[config.mk]
export PLATFORM = sky130hd
export DESIGN_NAME = pipe_hazard_unit
export DESIGN_NICKNAME = d
export VERILOG_FILES = /design/src/rtl/hz_pkg.sv /design/src/rtl/hz_src_decide.sv /design/src/rtl/hz_sel_pipe.sv /design/src/rtl/pipe_hazard_unit.sv
export SDC_FILE = /design/constraint.sdc
export NUM_CORES = 1
export LEC_CHECK = 0
export ABC_CLOCK_PERIOD_IN_PS = 1900
export CELL_PAD_IN_SITES_DETAIL_PLACEMENT = 2
export CELL_PAD_IN_SITES_GLOBAL_PLACEMENT = 2
export CORE_ASPECT_RATIO = 1.2
export CORE_UTILIZATION = 16
export DETAILED_ROUTE_END_ITERATION = 10
export PLACE_DENSITY_LB_ADDON = 0.1
export REMOVE_ABC_BUFFERS = 1
export SLEW_MARGIN = 10
export SYNTH_ARGS = -nofsm -noshare
export SYNTH_HDL_FRONTEND = slang
export SYNTH_SLANG_ARGS = --single-unit
[constraint.sdc]
create_clock -name clk -period 1.9 [get_ports clk]
set_input_delay 0.38 -clock clk [delete_from_list [all_inputs] [get_ports clk]]
set_output_delay 0.38 -clock clk [all_outputs]
set_load 0.005 [all_outputs]
[src/rtl/hz_pkg.sv]
package hz_pkg;
    typedef enum logic [1:0] {
        SEL_RF    = 2'd0,
        SEL_EXMEM = 2'd1,
        SEL_MEMWB = 2'd2
    } fwd_sel_e;
endpackage

[src/rtl/hz_src_decide.sv]
module hz_src_decide
    import hz_pkg::*;
#(
    parameter int REG_AW = 5
) (
    input  logic [REG_AW-1:0] rs,
    input  logic              used,
    input  logic              data_only,
    input  logic [REG_AW-1:0] ex_rd,
    input  logic              ex_wen,
    input  logic              ex_load,
    input  logic [REG_AW-1:0] mem_rd,
    input  logic              mem_wen,
    output fwd_sel_e          sel,
    output logic              load_use,
    output logic              st_fwd
);
    localparam logic [REG_AW-1:0] ZERO_REG = '0;

    logic ex_hit;
    logic mem_hit;

    // register 0 is never a producer
    assign ex_hit  = used && ex_wen  && (ex_rd  != ZERO_REG) && (ex_rd  == rs);
    assign mem_hit = used && mem_wen && (mem_rd != ZERO_REG) && (mem_rd == rs);

    always_comb begin
        sel      = SEL_RF;
        load_use = 1'b0;
        st_fwd   = 1'b0;
        unique case ({ex_hit, mem_hit})
            2'b10, 2'b11: begin
                if (ex_load) begin
                    if (data_only) st_fwd   = 1'b1;
                    else           load_use = 1'b1;
                end else begin
                    sel = SEL_EXMEM;
                end
            end
            2'b01:   sel = SEL_MEMWB;
            default: sel = SEL_RF;
        endcase
    end
endmodule

[src/rtl/hz_sel_pipe.sv]
module hz_sel_pipe
    import hz_pkg::*;
(
    input  logic     clk,
    input  logic     rst_n,
    input  logic     bubble,
    input  fwd_sel_e a_sel_d,
    input  fwd_sel_e b_sel_d,
    input  logic     st_req_d,
    output fwd_sel_e a_sel_q,
    output fwd_sel_e b_sel_q,
    output logic     st_fwd_q
);
    logic st_ex_q;

    always_ff @(posedge clk) begin
        if (!rst_n) begin
            a_sel_q  <= SEL_RF;
            b_sel_q  <= SEL_RF;
            st_ex_q  <= 1'b0;
            st_fwd_q <= 1'b0;
        end else begin
            if (bubble) begin
                a_sel_q <= SEL_RF;
                b_sel_q <= SEL_RF;
                st_ex_q <= 1'b0;
            end else begin
                a_sel_q <= a_sel_d;
                b_sel_q <= b_sel_d;
                st_ex_q <= st_req_d;
            end
            st_fwd_q <= st_ex_q;
        end
    end
endmodule

[src/rtl/pipe_hazard_unit.sv]
module pipe_hazard_unit
    import hz_pkg::*;
#(
    parameter int REG_AW = 5
) (
    input  logic              clk,
    input  logic              rst_n,
    input  logic [REG_AW-1:0] id_rs1,
    input  logic [REG_AW-1:0] id_rs2,
    input  logic              id_rs1_used,
    input  logic              id_rs2_used,
    input  logic              id_store,
    input  logic              id_branch,
    input  logic              id_taken,
    input  logic [REG_AW-1:0] ex_rd,
    input  logic              ex_wen,
    input  logic              ex_load,
    input  logic [REG_AW-1:0] mem_rd,
    input  logic              mem_wen,
    output logic [1:0]        fwd_a_sel,
    output logic [1:0]        fwd_b_sel,
    output logic              st_data_fwd,
    output logic              hold_front,
    output logic              bubble_idex,
    output logic              flush_ifid
);
    localparam int N_SRC = 2;

    typedef enum logic [1:0] {
        CTL_FLOW      = 2'd0,
        CTL_LOAD_WAIT = 2'd1,
        CTL_REDIRECT  = 2'd2
    } ctl_e;

    logic [REG_AW-1:0] src_reg  [N_SRC];
    logic [N_SRC-1:0]  src_used;
    logic [N_SRC-1:0]  src_data_only;
    fwd_sel_e          src_sel  [N_SRC];
    logic [N_SRC-1:0]  src_lu;
    logic [N_SRC-1:0]  src_st;

    assign src_reg[0]       = id_rs1;
    assign src_reg[1]       = id_rs2;
    assign src_used         = {id_rs2_used, id_rs1_used};
    assign src_data_only    = {id_store, 1'b0};

    for (genvar g = 0; g < N_SRC; g++) begin : g_src
        hz_src_decide #(.REG_AW(REG_AW)) u_dec (
            .rs        (src_reg[g]),
            .used      (src_used[g]),
            .data_only (src_data_only[g]),
            .ex_rd     (ex_rd),
            .ex_wen    (ex_wen),
            .ex_load   (ex_load),
            .mem_rd    (mem_rd),
            .mem_wen   (mem_wen),
            .sel       (src_sel[g]),
            .load_use  (src_lu[g]),
            .st_fwd    (src_st[g])
        );
    end

    ctl_e ctl;

    always_comb begin
        if (|src_lu)                    ctl = CTL_LOAD_WAIT;
        else if (id_branch && id_taken) ctl = CTL_REDIRECT;
        else                            ctl = CTL_FLOW;
    end

    always_comb begin
        hold_front  = 1'b0;
        bubble_idex = 1'b0;
        flush_ifid  = 1'b0;
        unique case (ctl)
            CTL_LOAD_WAIT: begin
                hold_front  = 1'b1;
                bubble_idex = 1'b1;
            end
            CTL_REDIRECT: flush_ifid = 1'b1;
            default: ;
        endcase
    end

    fwd_sel_e a_q, b_q;

    hz_sel_pipe u_pipe (
        .clk      (clk),
        .rst_n    (rst_n),
        .bubble   (bubble_idex),
        .a_sel_d  (src_sel[0]),
        .b_sel_d  (src_sel[1]),
        .st_req_d (|src_st),
        .a_sel_q  (a_q),
        .b_sel_q  (b_q),
        .st_fwd_q (st_data_fwd)
    );

    assign fwd_a_sel = a_q;
    assign fwd_b_sel = b_q;
endmodule

# After elaboration in Yosys (flattened, before gate mapping)

Cells that the tools add are included.

Bits in registers: 6
Bits of input ports: 30
Output and inout bits: 8
Word-level logic and storage cells: 52

Equality and inequality tests: 12
Muxes and demuxes: 13
Bitwise gates (word level): 3
Reduce and logical (&&, ||, !) cells: 20

Operators by type and width:

| kind               | number |
|---|---|
| $eq 5x5->1         | 4 |
| $logic_and 1x1->1  | 13 |
| $eq 2x2->1 const B | 5 |
| $reduce_bool 5->1  | 2 |
| $mux 1             | 9 |
| $pmux 2 s2         | 2 |
| $reduce_or 2->1    | 4 |
| $eq 2x1->1 const B | 3 |
| $mux 2             | 2 |
| $reduce_or 4->1    | 1 |
| $not 1->1          | 3 |

# Depth between registers and ports, before layout

Gate-level depths: netlist of the first run.

Word-level depth: 11
Gate-level depth with buffers: 5
Depth with buffers taken out: 5

# Modules after synthesis

A second synthesis of the first run with hierarchy kept.

Cells, all modules: 67
Area total of the unflattened synthesis: 579.3 um^2

Modules (own cells, without submodules):

| module           | instances | cells each | area each (um^2) | sequential area each (um^2) |
|---|---|---|---|---|
| hz_src_decide    | 2         | 25         | 186.4            | 0.0 |
| hz_sel_pipe      | 1         | 12         | 170.2            | 120.1 |
| pipe_hazard_unit | 1         | 5          | 36.3             | 0.0 |

# Worst setup path before layout of the first run

Ideal clock, no wire load.

Path kind: input to output
From: in id_rs2[4]
To: out hold_front
Data arrival time: 1.366 ns
Data required time: 1.520 ns
Slack: 0.154 ns
Stages on the path: 5
Path buffers: 1
Cell sequence: xor2_1 > nor4_1 > nand4b_1 > a21oi_1 > buf_4

Longest elaborated chain between the ends: 9
Elaborated cells between the ends (all ways): 12
Classes of those cells: eq/ne: 5; mux: 3; reduce/logical: 4

RTL lines:

| element                              | RTL line                                 | source |
|---|---|---|
| from (decl)                          | pipe_hazard_unit.sv:9                    | `input logic [REG_AW-1:0] id_rs2,` |
| $eq 5x5->1 (on tied branches)        | hz_src_decide.sv:25, hz_src_decide.sv:24 |  |
| $logic_and 1x1->1 (on tied branches) | hz_src_decide.sv:25, hz_src_decide.sv:24 |  |
| $eq 2x2->1                           | hz_src_decide.sv:31                      | `unique case ({ex_hit, mem_hit})` |
| $reduce_or 2->1 *                    | hz_src_decide.sv:31                      |  |
| $mux 1 *                             | hz_src_decide.sv:31                      |  |
| $reduce_or 2->1 *                    | pipe_hazard_unit.sv:66                   | `if (\|src_lu) ctl = CTL_LOAD_WAIT;` |
| $mux 2 *                             | pipe_hazard_unit.sv:66                   |  |
| $eq 2x1->1 *                         | n/a                                      |  |
| $mux 1 *                             | n/a                                      |  |
| to (decl)                            | pipe_hazard_unit.sv:23                   | `output logic hold_front,` |

Every way passes the cells marked *; elsewhere a longest branch is shown, timed or not.

# Worst setup path after layout of the first run

From: in ex_rd[3]
To: out flush_ifid

Longest elaborated chain between the ends: 10
Elaborated cells between the ends (all ways): 19
Classes of those cells: eq/ne: 7; mux: 4; reduce/logical: 8

RTL lines:

| element                         | RTL line               | source |
|---|---|---|
| from (decl)                     | pipe_hazard_unit.sv:15 | `input logic [REG_AW-1:0] ex_rd,` |
| $reduce_bool 5->1               | hz_src_decide.sv:24    | `assign ex_hit = used && ex_wen && (ex_rd != ZERO_REG) && (ex_rd == rs);` |
| $logic_and 1x1->1 (2 in series) | hz_src_decide.sv:24    |  |
| $eq 2x2->1                      | hz_src_decide.sv:31    |  |
| $reduce_or 2->1                 | hz_src_decide.sv:31    |  |
| $mux 1                          | hz_src_decide.sv:31    |  |
| $reduce_or 2->1 *               | pipe_hazard_unit.sv:66 |  |
| $mux 2 *                        | pipe_hazard_unit.sv:66 |  |
| $eq 2x2->1 *                    | pipe_hazard_unit.sv:75 | `unique case (ctl)` |
| $mux 1 *                        | pipe_hazard_unit.sv:75 |  |
| to (decl)                       | pipe_hazard_unit.sv:25 | `output logic flush_ifid` |

Marked as above.

==> metrics.yaml, run 1 <==
run_status: "finished with violations"
failing_checks: "setup timing"
report.final.hold_viol_count: 0
floorplan.initialDensity_pct: 17.0
critical_path_arrival_ps: 1650
count_of_unresolved_drc_violations_after_routing: 0
timing.fmax_mhz: 493
antenna_cells_inserted: 0
num_rows: 21
netlist.top_cell.by_area: "sky130_fd_sc_hd__dfxtp_1"
globalRouteOverflowTotal: 0
ir_worst_vdd_v: 0.000198
power_density_over_the_cells_nw_per_um2: 370
post_route_cells_drive_above_1_share_pct: 45.0
synth.distinct_cells: 20
clock-sinks: 6
worst_r2r_path_depth: 1
detail_route.iter0.violations: 2
period_share_pct: 107
synth.yosys.seq_area_share_pct: 24.9
setup_viol: 3
initial_antenna_violation_count: 0
clk_path_buf_depth: 2
avgSynthCellArea_sq_um: 8.92
timing.final.crit_period_ps: 2030
timing.max_slew.rel_slack_pct: 77.5
numPortBuffers: 37
grt_start_max_net_pins: 7
reg2reg_from: "u_pipe.st_ex_q$_SDFF_PP0_"
cts_tree: "yes"
gr-usage-all-layers_pct: 13.9
synthesis.yosys.warnings: 0
placed_cells: 146
worst_ep_required_ps: 1520
flow.area_growth_from_synthesis_pct: 142
post_synth_instance_area_sq_um: 482
die_y_microns: 62.1
post_layout_nonfiller_instances: 154
multi_input_area_sq_um: 418
dieArea_sq_um: 3240
clk_root_buffer_cell: "sky130_fd_sc_hd__clkbuf_4"
postSynthRegisterBits: 6
num-nets-final: 152
final_core_utilization_pct: 41.1
hold_path.class: "reg2reg"
dr.pass1.iters: 4
worstSetupEndpoint: "flush_ifid"
ctsHoldBuffers: 0
crit-reg2reg-capture: "u_pipe.st_fwd_q$_SDFF_PN0_"
critPathMaxFanout: 3
crit_end_element: "output port"
max_slew.worst_pin.slew_ps: 335
worstSetupPathType: "in2out"
filler_cell_count: 319
p_total_uw: 431
worst_skew_pair.late_latency_ps: 240
cts_max_level: 1
drv.max_cap_violation_count: 0
critPathLaunchType: "input port"
post_drt_wl_per_cell_microns: 12.9
dp.final_hpwl_microns: 1720
leakage_dissipation_nw: 0.479
mostFrequentLayoutCell: "sky130_fd_sc_hd__buf_4"
detailroute.via_count: 652
cts-buffers-inserted: 3
first_pass_grt_wire_length_microns: 3290
regToRegSetupSlack_ps: 1360
worstSetupStartpoint: "ex_rd[3]"
gpl.final_weighted_congestion: 0.777
hp-start: "u_pipe.st_ex_q$_SDFF_PP0_"
slew_viol_final: 0
rsz_0062_raised_after_global_routing: "true"
post-synth-top-area-fraction_pct: 24.9
detail_route.wirelength_microns: 1980
finClkSkew_ps: 0.0102
netlist_top_cells_area: "sky130_fd_sc_hd__dfxtp_1, sky130_fd_sc_hd__xor2_1, sky130_fd_sc_hd__xnor2_1"
clock_pin_slew_of_the_registers_on_the_worst_case_setup_and_hold_paths_ps: 50
mapped_cells: 54
postRouteAntennaNets: 0
boundaryPins: 38
ff_latch_area_sq_um: 120
setup_slack_ps: -128
most-common-layout-cells: "sky130_fd_sc_hd__buf_4, sky130_fd_sc_hd__clkdlybuf4s50_1, sky130_fd_sc_hd__xor2_1, sky130_fd_sc_hd__xnor2_1"
vias_per_cell: 4.23
die_x_microns: 52.1
floorplan.core_area_sq_um: 2840
vias_in_the_first_global_route: 733
==> sequential cells by signal (all words and copies together) (netlist names) <==
register and cells:
u_pipe.b_sel_q 2, u_pipe.st_fwd_q 1, u_pipe.st_ex_q 1, u_pipe.a_sel_q 2
==> how the worst min path moves through the flow <==
stage                                      end  slack, ps  cells past startpoint
detailed placement  u_pipe.st_fwd_q$_SDFF_PN0_        450                      1
floorplan           u_pipe.st_fwd_q$_SDFF_PN0_        410                      1
global placement    u_pipe.st_fwd_q$_SDFF_PN0_        420                      1
global route        u_pipe.st_fwd_q$_SDFF_PN0_        490                      1
CTS                 u_pipe.st_fwd_q$_SDFF_PN0_        460                      1
finish              u_pipe.st_fwd_q$_SDFF_PN0_        450                      1
==> layer usage <==
layer / wire length (microns) / global-route usage [%] / share of wire (%) / vias up
met3: 89 / 1.23 / 4.5 / 4
met2: 1120 / 26.1 / 57 / 26
met4: 34 / 6.08 / 1.7 / 0
li1: - / - / - / 327
met5: 0 / 0 / 0 / -
met1: 734 / 14.7 / 37 / 295
==> layout make-up <==
cell class	instances	share of cell area [%]
Timing Repair Buffer	64	48.3
Multi-Input combinational cell	47	35.8
Sequential cell	6	10.3
Tap cell	34	3.65
Clock buffer	3	1.93
==> synth_stat cells <==
| cell | instances |
|---|---|
| sky130_fd_sc_hd__xor2_1 | 12 |
| sky130_fd_sc_hd__nor2_1 | 2 |
| sky130_fd_sc_hd__nand3_1 | 3 |
| sky130_fd_sc_hd__buf_4 | 1 |
| sky130_fd_sc_hd__nor2b_4 | 1 |
| sky130_fd_sc_hd__nand4b_1 | 1 |
| sky130_fd_sc_hd__dfxtp_1 | 6 |
| sky130_fd_sc_hd__nor3b_1 | 2 |
| sky130_fd_sc_hd__and2_1 | 1 |
| sky130_fd_sc_hd__or4_1 | 2 |
| sky130_fd_sc_hd__o21a_1 | 1 |
| sky130_fd_sc_hd__nor4_2 | 1 |
| sky130_fd_sc_hd__nand2_1 | 2 |
| sky130_fd_sc_hd__nor4_1 | 3 |
| sky130_fd_sc_hd__a21oi_1 | 2 |
| sky130_fd_sc_hd__o211ai_1 | 1 |
| sky130_fd_sc_hd__and3b_2 | 1 |
| sky130_fd_sc_hd__xnor2_1 | 8 |
| sky130_fd_sc_hd__nand4_1 | 3 |
| sky130_fd_sc_hd__nor3_1 | 1 |
==> per-stage QoR <==
| stage | setup slack [ps] | hold slack, ps | area, sq um | TNS [ps] |
|---|---|---|---|---|
| 2_1_floorplan | 167 | 412 | 474 | 0 |
| 3_3_place_gp | -910 | 418 | 1050 | -3940 |
| 6_report | -128 | 450 | 1170 | -263 |
| 4_1_cts | -134 | 459 | 1110 | -256 |
| 5_1_grt | -215 | 488 | 1170 | -530 |
| 3_5_place_dp | -940 | 448 | 1050 | -4100 |
==> repair_timing <==
| action | CTS | global route |
|---|---|---|
| endpoints found under the setup margin | 7 | 3 |
| buffers inserted | 5 | 1 |
| gates resized for setup | 71 | 13 |
| pin swaps | 11 | 6 |
==> where the power goes <==
part | switching, mW | total [mW] | internal, mW | leakage (nW)
Sequential | 0.0000845 | 0.127 | 0.127 | 0.0483
Combinational | 0.0696 | 0.185 | 0.115 | 0.416
Clock | 0.0480 | 0.120 | 0.0716 | 0.0138
==> kinds of logic (layout without fill, tap and decap cells) <==
kind of cell | after synthesis | after routing | synth area share [%]
buffers and inverters | 1 | 67 | 1.56
XOR/XNOR | 20 | 20 | 36.4
AO/OA/AOI/OAI | 4 | 4 | 5.20
flip-flops | 6 | 6 | 24.9
AND/OR/NAND/NOR | 23 | 23 | 31.9
==> worst max-delay path, stage by stage <==
cell                      delay, ps
sky130_fd_sc_hd__buf_8          100
sky130_fd_sc_hd__or4_4          520
sky130_fd_sc_hd__o21a_1         200
sky130_fd_sc_hd__nand2_1         90
sky130_fd_sc_hd__a21oi_2         50
sky130_fd_sc_hd__buf_4          140
sky130_fd_sc_hd__nor2_4          60
sky130_fd_sc_hd__buf_2          110
Note: power is estimated with default switching activity, not from simulation.
==> inputs of run 2 (changes only) <==
- ABC_CLOCK_PERIOD_IN_PS: 1900 -> 2050
- clock period: 1.9 -> 2.05 ns (I/O delays scaled with it)
==> run 2 against run 1 <==
  * The run now ends clean
  * First-iteration DRC count up 100%
  * Power down 8.9%
  * Final cell count fell by 3.2%
  * Critical path depth decreased by 1
  * Combinational power down 13%
  * Non-clock buffer count decreased by 5
  * Final area fell by 6.0%
  * Clock power decreased by 5%
  * Global-route usage up 0.10 points
  * Register-to-register slack improved by 150 ps
  * Sequential power fell by 8%
  * Largest cell class unchanged
  * Sequential share of layout area rose by 0.66 points
==> metrics.yaml, run 2 (synthesis gave the netlist of run 1 again) <==
run_status: "complete, no violations"
critPathMaxFanout: 3  # unchanged
postRouteAntennaNets: 0  # unchanged
p_total_uw: 393  # -8.9%
cts_tree: "yes"
critPathLaunchType: "input port"
critical_path_arrival_ps: 1590  # -60 ps
ir_worst_vdd_v: 0.000199  # +0.83%
grt_start_max_net_pins: 7  # unchanged
detailroute.via_count: 641  # -1.7%
post_drt_wl_per_cell_microns: 13.4  # +4.5%
post_route_cells_drive_above_1_share_pct: 42.6  # -2.4 points
grt.met3_usage_pct: 1.47  # +0.25 points
antenna_cells_inserted: 0  # unchanged
worst_r2r_path_depth: 1  # unchanged
boundaryPins: 38  # unchanged
count_of_unresolved_drc_violations_after_routing: 0  # unchanged
num_rows: 21  # unchanged
report.final.hold_viol_count: 0  # unchanged
setup_viol: 0  # -3
first_pass_grt_wire_length_microns: 3310  # +0.64%
clock-sinks: 6  # unchanged
gr-usage-all-layers_pct: 14.0  # +0.10 points
period_share_pct: 97.8
worst_ep_required_ps: 1640  # +120 ps
cts-buffers-inserted: 3  # unchanged
dp.final_hpwl_microns: 1770  # +3.1%
p_seq_share_pct: 29.9  # +0.5 points
dieArea_sq_um: 3240  # unchanged
netSwitchingPower_uw: 111  # -5.5%
crit_end_element: "output port"
cp.buffers_inverters: 2  # -1
clock_pin_slew_of_the_registers_on_the_worst_case_setup_and_hold_paths_ps: 40  # about the same
floorplan.core_area_sq_um: 2840  # unchanged
power_density_over_the_cells_nw_per_um2: 358  # -3.1%
leakage_dissipation_nw: 0.454  # -5.1%
hold_path.class: "reg2reg"
fin_worst_hold_slack_ps: 450  # +0.328 ps
final_core_utilization_pct: 38.6  # -2.5 points
globalRouteOverflowTotal: 0  # unchanged
finClkSkew_ps: 0.0914  # +0.0812 ps
worst_skew_pair.late_latency_ps: 250  # about the same
slew_viol_final: 0  # unchanged
die_x_microns: 52.1  # unchanged
cell_internal_pwr_uw: 281  # -10%
clk_path_buf_depth: 2  # unchanged
met1_track_demand_over_resource_in_global_routing_pct: 13.8  # -0.87 points
critPathTopFamily: "simple AND/OR/NAND/NOR gates"
timing.critical_path.slowest_cell_delay_ps: 510  # about the same
initial_antenna_violation_count: 0  # unchanged
power_frac_comb_pct: 41.1  # -1.8 points
num-nets-final: 147  # -3.3%
worst-path-stages: 7  # -1
whs_path_depth: 1  # unchanged
die_y_microns: 62.1  # unchanged
rsz_0062_raised_after_global_routing: "true"
clk_root_buffer_cell: "sky130_fd_sc_hd__clkbuf_4"
dr.pass1.iters: 2  # -2
drv.max_cap_violation_count: 0  # unchanged
globalRoute.busiestLayer: "met2"
timing.final.crit_period_ps: 2000
numPortBuffers: 37  # unchanged
mostFrequentLayoutCell: "sky130_fd_sc_hd__buf_4"
cpMostUsedCell: "sky130_fd_sc_hd__buf_2"
vias_per_cell: 4.30  # +1.6%
max_slew.worst_pin.slew_ps: 339  # +4.32 ps
worstSetupPathType: "in2out"
detail_route.iter0.violations: 4  # +2
detail_route.wirelength_microns: 2000  # +1.1%
vias_in_the_first_global_route: 745  # +1.6%
swShare_pct: 28.3  # +1.0 points
crit_slowest_cell: "sky130_fd_sc_hd__or4_1"
cts_max_level: 1  # unchanged
clockPowerShare_pct: 29.0  # +1.3 points
reg_top3: "u_pipe.a_sel_q x2, u_pipe.b_sel_q x2"
timing.fmax_mhz: 499
groute.layer.met2.usage_pct: 27.2  # +1.1 points
path_cells: "buf_2, or4_1, o21a_1, nand2_1, a21oi_2, nor2_1, buf_2"
timing.max_slew.rel_slack_pct: 77.2  # -0.29 points
floorplan.initialDensity_pct: 17.0  # unchanged
most-common-layout-cells: "sky130_fd_sc_hd__buf_4, sky130_fd_sc_hd__clkdlybuf4s50_1, sky130_fd_sc_hd__xor2_1, sky130_fd_sc_hd__xnor2_1"
gpl.final_weighted_congestion: 0.761  # -2.1%
flow.area_growth_from_synthesis_pct: 128
run 2: changes by cell type in the layout (fill, tap and decap cells not counted), moves of 2 or more:
cell	change
sky130_fd_sc_hd__xor2_1	-2
sky130_fd_sc_hd__buf_4	-5
sky130_fd_sc_hd__xor2_2	+2
sky130_fd_sc_hd__clkbuf_2	+5
sky130_fd_sc_hd__buf_6	-3
run 2: power by group through the flow:
stage / registers (mW) / logic, mW / clock network, mW
after floorplan: 0.120 / 0.0405 / 0
after global placement: 0.120 / 0.153 / 0
after detailed placement: 0.120 / 0.156 / 0
after CTS: 0.117 / 0.152 / 0.117
after global routing: 0.117 / 0.176 / 0.128
final: 0.117 / 0.161 / 0.114
run 2: area by class of cell:
type,instances,area (sq um)
fillers,320,1740
repair buffers,59,489
multi-input cells,47,422
flip-flops and latches,6,120
well taps,34,42.5
clock buffers,3,22.5
run 2: worst paths after layout:
kind	startpoint	endpoint	slack (ps)
setup reg to reg	u_pipe.st_ex_q$_SDFF_PP0_	u_pipe.st_fwd_q$_SDFF_PN0_	1510
hold reg to reg	u_pipe.st_ex_q$_SDFF_PP0_	u_pipe.st_fwd_q$_SDFF_PN0_	450
setup / recovery	ex_rd[0]	flush_ifid	50
hold / removal	u_pipe.st_ex_q$_SDFF_PP0_	u_pipe.st_fwd_q$_SDFF_PN0_	450
run 2: metrics by stage:
stage	cells	worst slack, ps	area [sq um]	TNS (ps)
6_report	149	46.0	1100	0
5_1_grt	149	-39.4	1100	-39.4
4_1_cts	148	7.14	1050	0
3_5_place_dp	144	-832	1040	-3280
3_3_place_gp	144	-823	1040	-3090
2_1_floorplan	53	257	474	0
run 2: what timing repair did:
item / 4_1_cts / 5_1_grt
buffers inserted: 1 / 1
hold buffers: 0 / 0
resized for setup: 50 / 21
pin swaps: 11 / 8
setup endpoints to repair: 3 / 3
run 2: metal layers:
layer | part of all wire [%] | up-vias
met5 | 0 | -
met4 | 1.8 | 0
met3 | 3.9 | 5
met2 | 59 | 27
met1 | 35 | 297
li1 | - | 312
